===== config.mk =====
export PLATFORM = sky130hd
export DESIGN_NAME = serial_cfg_rom
export DESIGN_NICKNAME = d
export VERILOG_FILES = /design/src/rtl/cfg_rom_pkg.sv /design/src/rtl/cfg_bit_array.sv /design/src/rtl/cfg_addr_ctr.sv /design/src/rtl/cfg_out_stage.sv /design/src/rtl/serial_cfg_rom.sv
export SDC_FILE = /design/constraint.sdc
export NUM_CORES = 1
export LEC_CHECK = 0
export BUFFER_PORTS_ARGS = -buffer_cell sky130_fd_sc_hd__buf_2
export CORE_MARGIN = 4
export CORE_UTILIZATION = 57
export CTS_BUF_LIST = sky130_fd_sc_hd__clkbuf_8 sky130_fd_sc_hd__clkbuf_16
export CTS_CLUSTER_SIZE = 25
export DETAILED_ROUTE_END_ITERATION = 8
export HOLD_SLACK_MARGIN = 0.1
export MAX_ROUTING_LAYER = met4
export PLACE_DENSITY = 0.76
export RECOVER_POWER = 25
export SYNTH_ARGS = -nofsm -noshare
export SYNTH_HDL_FRONTEND = slang
export SYNTH_SLANG_ARGS = --single-unit

===== constraint.sdc =====
create_clock -name clk -period 2.5 [get_ports clk]
set_clock_uncertainty 0.15 [all_clocks]
set_input_delay 0.25 -clock clk [delete_from_list [all_inputs] [get_ports clk]]
set_output_delay 0.25 -clock clk [all_outputs]
set_load 0.05 [all_outputs]

===== src/rtl/cfg_rom_pkg.sv =====
package cfg_rom_pkg;

    typedef enum logic [1:0] {
        CM_CLEAR,   // reset level on the combined pin
        CM_IDLE,    // standby: hold address, drop terminal count
        CM_STEP,    // advance to next bit
        CM_PARK     // terminal count reached, hold
    } ctr_mode_e;

    // Output-enable sense of the combined pin for a given reset polarity.
    function automatic logic pin_enables(input logic pin, input logic rst_high);
        return pin ^ rst_high;
    endfunction

endpackage


===== src/rtl/cfg_bit_array.sv =====
module cfg_bit_array #(
    parameter int DEPTH  = 256,
    parameter int ADDR_W = $clog2(DEPTH)
) (
    input  logic              clk,
    input  logic              we,
    input  logic [ADDR_W-1:0] waddr,
    input  logic              wbit,
    input  logic [ADDR_W-1:0] raddr,
    output logic              rbit
);

    logic [DEPTH-1:0] bits_d, bits_q;

    always_comb begin
        bits_d = bits_q;
        if (we && (int'(waddr) < DEPTH)) begin
            bits_d[waddr] = wbit;
        end
    end

    always_ff @(posedge clk) begin
        bits_q <= bits_d;
    end

    assign rbit = (int'(raddr) < DEPTH) ? bits_q[raddr] : 1'b0;

    // a written bit is held at its address after the edge
    a_r9_write_lands: assert property (@(posedge clk)
        (we && (int'(waddr) < DEPTH)) |=> (bits_q[$past(waddr)] == $past(wbit)));

endmodule


===== src/rtl/cfg_addr_ctr.sv =====
module cfg_addr_ctr
    import cfg_rom_pkg::*;
#(
    parameter int DEPTH  = 256,
    parameter int ADDR_W = $clog2(DEPTH)
) (
    input  logic              clk,
    input  logic              rst_act,
    input  logic              ce_n,
    output logic [ADDR_W-1:0] addr,
    output logic              tc
);

    localparam logic [ADDR_W-1:0] LAST = ADDR_W'(DEPTH - 1);

    typedef struct packed {
        logic [ADDR_W-1:0] addr;
        logic              tc;
    } ctr_t;

    ctr_t      st_d, st_q;
    ctr_mode_e mode;

    always_comb begin
        st_d = st_q;
        if (rst_act) begin
            mode = CM_CLEAR;
        end else if (ce_n) begin
            mode = CM_IDLE;
        end else if (st_q.tc || (st_q.addr == LAST)) begin
            mode = CM_PARK;
        end else begin
            mode = CM_STEP;
        end
        case (mode)
            CM_CLEAR: begin
                st_d.addr = '0;
                st_d.tc   = 1'b0;
            end
            CM_IDLE:  st_d.tc = 1'b0;
            CM_STEP:  st_d.addr = st_q.addr + 1'b1;
            CM_PARK:  st_d.tc = 1'b1;
            default:  st_d = st_q;
        endcase
    end

    always_ff @(posedge clk) begin
        st_q <= st_d;
    end

    assign addr = st_q.addr;
    assign tc   = st_q.tc;

    // a reset-level edge returns to the first bit and clears terminal count
    a_r1_reset_clears: assert property (@(posedge clk)
        rst_act |=> (st_q.addr == '0) && !st_q.tc);

    // an enabled edge below the last address steps by one
    a_r2_step_by_one: assert property (@(posedge clk) disable iff (rst_act)
        (!ce_n && !st_q.tc && (st_q.addr != LAST)) |=> (st_q.addr == $past(st_q.addr) + 1'b1));

    // standby freezes the address
    a_r5_standby_holds: assert property (@(posedge clk) disable iff (rst_act)
        ce_n |=> $stable(st_q.addr));

    // terminal count is sticky while enabled and freezes the address
    a_r6_park_at_end: assert property (@(posedge clk) disable iff (rst_act)
        (st_q.tc && !ce_n) |=> (st_q.tc && $stable(st_q.addr)));

    // standby drops terminal count
    a_r7_standby_drops_tc: assert property (@(posedge clk) disable iff (rst_act)
        ce_n |=> !st_q.tc);

endmodule


===== src/rtl/cfg_out_stage.sv =====
module cfg_out_stage (
    input  logic ce_n,
    input  logic oe_act,
    input  logic tc,
    input  logic rbit,
    output logic sdo,
    output logic sdo_en,
    output logic ceo_n
);

    logic drive_d;

    always_comb begin
        drive_d = !ce_n && oe_act && !tc;
        sdo_en  = drive_d;
        sdo     = drive_d & rbit;
        ceo_n   = !tc;
    end

    // no drive unless both enables are active
    always_comb begin
        if (ce_n || !oe_act) begin
            a_r4_r5_float: assert (!sdo_en && !sdo);
        end
    end

endmodule


===== src/rtl/serial_cfg_rom.sv =====
module serial_cfg_rom
    import cfg_rom_pkg::*;
#(
    parameter int DEPTH           = 256,
    parameter bit RST_ACTIVE_HIGH = 1'b0,
    parameter int ADDR_W          = $clog2(DEPTH)
) (
    input  logic              clk,
    input  logic              ce_n,
    input  logic              rst_oe,
    input  logic              ld_we,
    input  logic [ADDR_W-1:0] ld_addr,
    input  logic              ld_bit,
    output logic              sdo,
    output logic              sdo_en,
    output logic              ceo_n
);

    logic              rst_act;
    logic              oe_act;
    logic [ADDR_W-1:0] rd_addr;
    logic              tc;
    logic              rd_bit;

    // polarity variant picked by parameter
    generate
        if (RST_ACTIVE_HIGH) begin : g_rst_high
            assign rst_act = rst_oe;
        end else begin : g_rst_low
            assign rst_act = !rst_oe;
        end
    endgenerate

    assign oe_act = pin_enables(rst_oe, RST_ACTIVE_HIGH);

    cfg_bit_array #(.DEPTH(DEPTH), .ADDR_W(ADDR_W)) u_array (
        .clk   (clk),
        .we    (ld_we),
        .waddr (ld_addr),
        .wbit  (ld_bit),
        .raddr (rd_addr),
        .rbit  (rd_bit)
    );

    cfg_addr_ctr #(.DEPTH(DEPTH), .ADDR_W(ADDR_W)) u_ctr (
        .clk     (clk),
        .rst_act (rst_act),
        .ce_n    (ce_n),
        .addr    (rd_addr),
        .tc      (tc)
    );

    cfg_out_stage u_out (
        .ce_n   (ce_n),
        .oe_act (oe_act),
        .tc     (tc),
        .rbit   (rd_bit),
        .sdo    (sdo),
        .sdo_en (sdo_en),
        .ceo_n  (ceo_n)
    );

    // once the cascade output is low this device releases the line
    a_r8_release_on_cascade: assert property (@(posedge clk) disable iff (rst_act)
        !ceo_n |-> !sdo_en);

    // reset-level edge raises the cascade output
    a_r7_reset_raises_ceo: assert property (@(posedge clk)
        rst_act |=> ceo_n);

endmodule


# Word level (Yosys, flattened, before mapping)
# Cells that the tools add are included.
op_classes:
  add_sub_neg: 1
  bitwise_logic: 1
  n_reduce_logical: 10
  order_cmp: 3
  n_eq_ne: 4
  muxes: 10
op_table:
  columns: ["operator", "n"]
  rows:
  - ["bitwise mux 256 bit", 1]
  - ["< comparator 8 x 9 -> 1 bit (second input constant)", 2]
  - ["case mux 8 bit (2 select lines)", 1]
  - ["adder 8 x 1 -> 8 bit (second input constant)", 1]
  - ["binary-select mux 1 bit (select 8 bit)", 1]
  - ["demux 1 bit (select 8 bit)", 1]
  - ["equality test 8 bit (second input constant)", 1]
  - [">= comparator 8 x 1 -> 1 bit (second input constant)", 1]
  - ["equality test 2 bit (second input constant)", 2]
  - ["two-way mux 2 bit", 2]
  - ["nonzero test 2 bit", 2]
  - ["logical AND 1 bit", 3]
  - ["two-way mux 1 bit", 3]
  - ["equality test 2 x 1 -> 1 bit (second input constant)", 1]
  - ["zero test 1 bit", 2]
  - ["zero test 2 bit", 1]
  - ["case mux 1 bit (2 select lines)", 1]
  - ["OR reduction 2 bit", 1]
  - ["AND 1 bit", 1]
  - ["logical OR 1 bit", 1]
totals:
  in_bits: 13
  register_bits: 265
  out_inout_bits: 3
  wordCells: 32

# Depth between registers and ports, before layout
depth:
  depth_word: 8
  ltp_mapped: 10
  mapped_depth_nobuf: 7

# Modules after synthesis
# Synthesis repeated with hierarchy kept, for this count alone.
hier_totals:
  cells_unflattened: 836
  area_unflattened_um2: 11720.0
modules_own_cells:
  columns: ["mod", "area_each_um2", "cells_each", "seq_area_each_um2", "instances"]
  rows:
  - ["cfg_bit_array", 11202.0, 788, 7687.4, 1]
  - ["cfg_addr_ctr", 490.5, 44, 270.3, 1]
  - ["cfg_out_stage", 23.8, 3, 0.0, 1]
  - ["serial_cfg_rom", 3.8, 1, 0.0, 1]

# Worst setup path after synthesis
# Ideal clock, no wire load.
synth_timing:
  path_kind: "register to output"
  startpoint: "register u_ctr.st_q, in the netlist u_ctr.tc"
  endpoint: "output port sdo"
  arrival_ps: 2532
  path_buffers: 0
  path_slack_ps: -432
  stages_incl_launch_ff: 7
  required_ps: 2100
  cell_sequence: "edfxtp_1 > or3b_2 > inv_1 > o311a_1 > o311a_1 > nand4_1 > o22ai_1"
synth_via:
  elab_chain_len: 3
synth_lines:
  columns: ["element", "line", "source"]
  rows:
  - ["start: declaration", "cfg_addr_ctr.sv:21", "ctr_t st_d, st_q;"]
  - ["start signal: assignment", "cfg_addr_ctr.sv:48", "st_q <= st_d;"]
  - ["zero test 1 bit", "cfg_out_stage.sv:14", "drive_d = !ce_n && oe_act && !tc;"]
  - ["logical AND 1 bit", "cfg_out_stage.sv:14", null]
  - ["named net sdo_en", "serial_cfg_rom.sv:15", "output logic sdo_en,"]
  - ["AND 1 bit", "cfg_out_stage.sv:16", "sdo = drive_d & rbit;"]
  - ["end: declaration", "serial_cfg_rom.sv:14", "output logic sdo,"]
# The timed path passes the listed nets, and every way through them passes these cells.

# Final worst setup path
layout_timing:
  startpoint: "register u_ctr.st_q, in the netlist u_ctr.addr[0]"
  endpoint: "output port sdo"
layout_via:
  elab_chain_len: 3
layout_lines:
  columns: ["element", "line", "source"]
  rows:
  - ["binary-select mux 1 bit (select 8 bit)", "cfg_bit_array.sv:26", "assign rbit = (int'(raddr) < DEPTH) ? bits_q[raddr] : 1'b0;"]
  - ["two-way mux 1 bit (implied by the code)", "cfg_bit_array.sv:26", null]
  - ["AND 1 bit", "cfg_out_stage.sv:16", null]
# No other way between the ends. The select of a mux whose other input is x is not followed.

==> reports/qor.csv <==
stage,metric,value,unit
status,status,finished with violations,
status,violations,setup timing,
floorplanning,rows,52,
timing,hold-worst-slack,0.118,ns
timing,rsz0062_at_grt,yes,
placement,dpl.hpwl,17.9,mm
power_and_ir_drop,p_per_area,704,mW/mm^2
global_route,grtUsageTotal,0.261,
cells_and_area,area_growth_syn_to_layout,14.7,%
clocking,numCtsBuffers,27,
drt,ant_nets,0,
clocking,root_buffer,clkbuf_16,
worst_hold_path,hp-class,input port to flip-flop,
drt,first_pass_iters,6,
critical_path,r2r_cells,8,
global_route,grt_pass1_vias,7746,
critical_path,crit_chain,buf_12 -> mux4_2 -> a22o_1 -> a21oi_1 -> buf_4 -> a31oi_1 -> nand2_1 -> o22ai_4 -> buf_6,
power_and_ir_drop,total_power,9.61,mW
cells_and_area,design_area,0.0136,sq mm
timing,min_period_over_period,1.30,
run,cap_violations,0,
timing,slew_viol_final,0,
drt,wl_per_cell,23.7,microns
clocking,clk_latency,0.53,ns
cells_and_area,layout-drive-gt1-share,0.214,
floorplanning,start_util,0.584,
synth,yosys.area.top_type,edfxtp_1,
timing,tightest_slew,1.08,ns
critical_path,cp_max_fo,8,
timing,hold_viol_final,0,
critical_path,critical_path_depth,9,
cells_and_area,nets,956,
global_route,grt_max_degree,89,
cells_and_area,diodes,0,
drt,drt_iter0_drc,1008,
critical_path,crit_path_start,u_ctr.addr[0],
timing,layout_setup_ws,-0.739,ns
global_route,grt_pass1_wl,45.8,mm
synth,syn_area,0.0119,sq mm
drt,drt-vias-per-instance,6.28,
timing,fmax,309,MHz
critical_path,cp.required,2.10,ns
critical_path,setup.worst_path.class,flip-flop to primary output,
critical_path,worstSetupEndpointType,primary output,
placement,gp_congestion,0.852,
cells_and_area,final_common_cell,nor2_1,
placement,port_buffers,15,
synth,yosysUniqueCellTypes,51,
clocking,clk_pin_slew,0.07,ns
placement,dpl_cell_area,0.0126,sq mm
power_and_ir_drop,p_leak,4.24,nW
floorplanning,core,0.0204,sq mm
timing,setup_viol,1,
clocking,cts_buffer_depth,3,
floorplanning,die-area,0.0232,sq mm
placement,place_inst,1173,
global_route,antenna_found_initial,0,
drt,wl,29.3,mm
synth,netlist_top_cells_area,"edfxtp_1 (67%), nor2_1 (8.8%), mux4_2 (8.1%)",
clocking,cts_tree,built,
cells_and_area,layout_common_cells,"nor2_1 (280), edfxtp_1 (265), buf_4 (65), nand2_1 (45), mux4_2 (43)",
timing,max_slew_margin,0.277,
clocking,cts_max_level,1,
synth,yosysTopAreaCellShare,0.669,
floorplanning,die-width,152,microns
worst_hold_path,hold_path_depth,3,
clocking,clock-sinks,265,
global_route,overflow,0,
worst_hold_path,hp-start,ce_n,
synth,yosys_warnings,0,
synth,syn_inst,879,
drt,drc,0,
timing,fin_crit,3.24,ns
synth,synth_seq_cells,265,
critical_path,path_buf_inv,3,
critical_path,rr_startpoint,u_ctr.addr[0],
critical_path,worstPathArrival,2.84,ns
cells_and_area,final_cell_count_no_fill,1232,
synth,avgSynthCellArea,13.5,sq um
power_and_ir_drop,peakVddDrop,0.668,mV
floorplanning,design.portCount,16,
critical_path,cp_slowest_cell,mux4_2,
synth,yosysSeqAreaShare,0.669,
critical_path,critPathLaunchType,flip-flop,
floorplanning,die_h,152,microns
critical_path,crit_family,compound AO/OA/AOI/OAI gates,
synth,syn_nets,893,
critical_path,cpPeakStageDelay,0.52,ns
drt,vias,7743,
stage by stage:
step                      utilization  setup slack (ns)  setup TNS, ns
after floorplan                     -            0.0373              0
after global placement          0.620            -0.204         -0.204
after detailed placement        0.620            -0.232         -0.232
after CTS                       0.669            -0.677         -0.677
after global routing            0.670            -0.772          -2.65
final                           0.670            -0.739         -0.739
path summary, 6_finish.rpt:
kind | slack [ns] | to
worst max-delay path | -0.74 | sdo
worst min-delay path | 0.12 | u_ctr.addr[6]
worst max register to register | 0.08 | u_ctr.addr[3]
worst min register to register | 0.62 | u_ctr.addr[7]
flip-flops by register name, summed over array words and instances, names as in the netlist:
name,cells
u_ctr.tc,1
u_ctr.addr,8
u_array.bits_q,256
logic make-up (layout without fill, tap and decap cells):
logic type / after synthesis / count (layout) / share of synthesized area
compound gates: 56 / 56 / 0.0326
xor+xnor: 6 / 6 / 0.00442
fa+ha+maj: 1 / 1 / 0.00105
buf+inv: 69 / 152 / 0.0313
flops: 265 / 265 / 0.669
mux: 88 / 88 / 0.123
simple gates: 394 / 394 / 0.139
synth_stat cells, drive strengths merged:
library cell	number
o21ai	10
nor4	2
xor2	2
a31oi	3
nand4	2
or2	2
nand3	21
nor3b	3
nor4b	2
and4	1
a22o	3
a21oi	6
inv	6
nor2b	13
a22oi	2
mux2	5
nand2b	6
and2	5
or3b	2
edfxtp	265
o221ai	7
a41oi	1
mux2i	38
o22ai	14
mux4	45
o311ai	1
a211oi	2
o31ai	1
nor2	280
a21o	2
or3	1
a311oi	2
nand2	45
clkbuf	41
buf	22
nor3	1
and3	6
nand3b	2
xnor2	4
ha	1
o311a	2
per-layer routing:
metal	up-vias	track usage	part of all wire
li1	3341	-	-
met1	3844	0.369	0.39
met2	475	0.397	0.47
met3	83	0.0406	0.097
met4	0	0.0840	0.040
met5	-	-	0
report_power, final:
| part | leakage (nW) | switching [mW] | internal (mW) | total [mW] |
|---|---|---|---|---|
| registers | 2.40 | 0.0282 | 4.91 | 4.94 |
| logic | 1.45 | 0.533 | 0.400 | 0.933 |
| clock network | 0.398 | 1.66 | 2.07 | 3.73 |
what timing repair did:
| action | in CTS | in global routing |
|---|---|---|
| gates cloned | 1 | 0 |
| pin swaps | 8 | 3 |
| setup endpoints to repair | 1 | 16 |
| gates resized for setup | 16 | 10 |
| hold buffers | 4 | 0 |
| hold endpoints to repair | 68 | 0 |
| buffers inserted | 6 | 0 |
tightest hold or removal path: cells and delay by family:
kind                   cells  cell delay (ns)
AO/OA/AOI/OAI              1             0.08
buffers and inverters      2             0.29
area by class of cell:
class	count	area (sq um)
Clock inverter	22	140
Fill cell	1397	6720
Multi-Input combinational cell	545	3660
Timing Repair Buffer	97	840
Sequential cell	265	7960
Tap cell	270	338
Clock buffer	27	676
Inverter	6	26.3
Note: power is estimated with default switching activity, not from simulation.
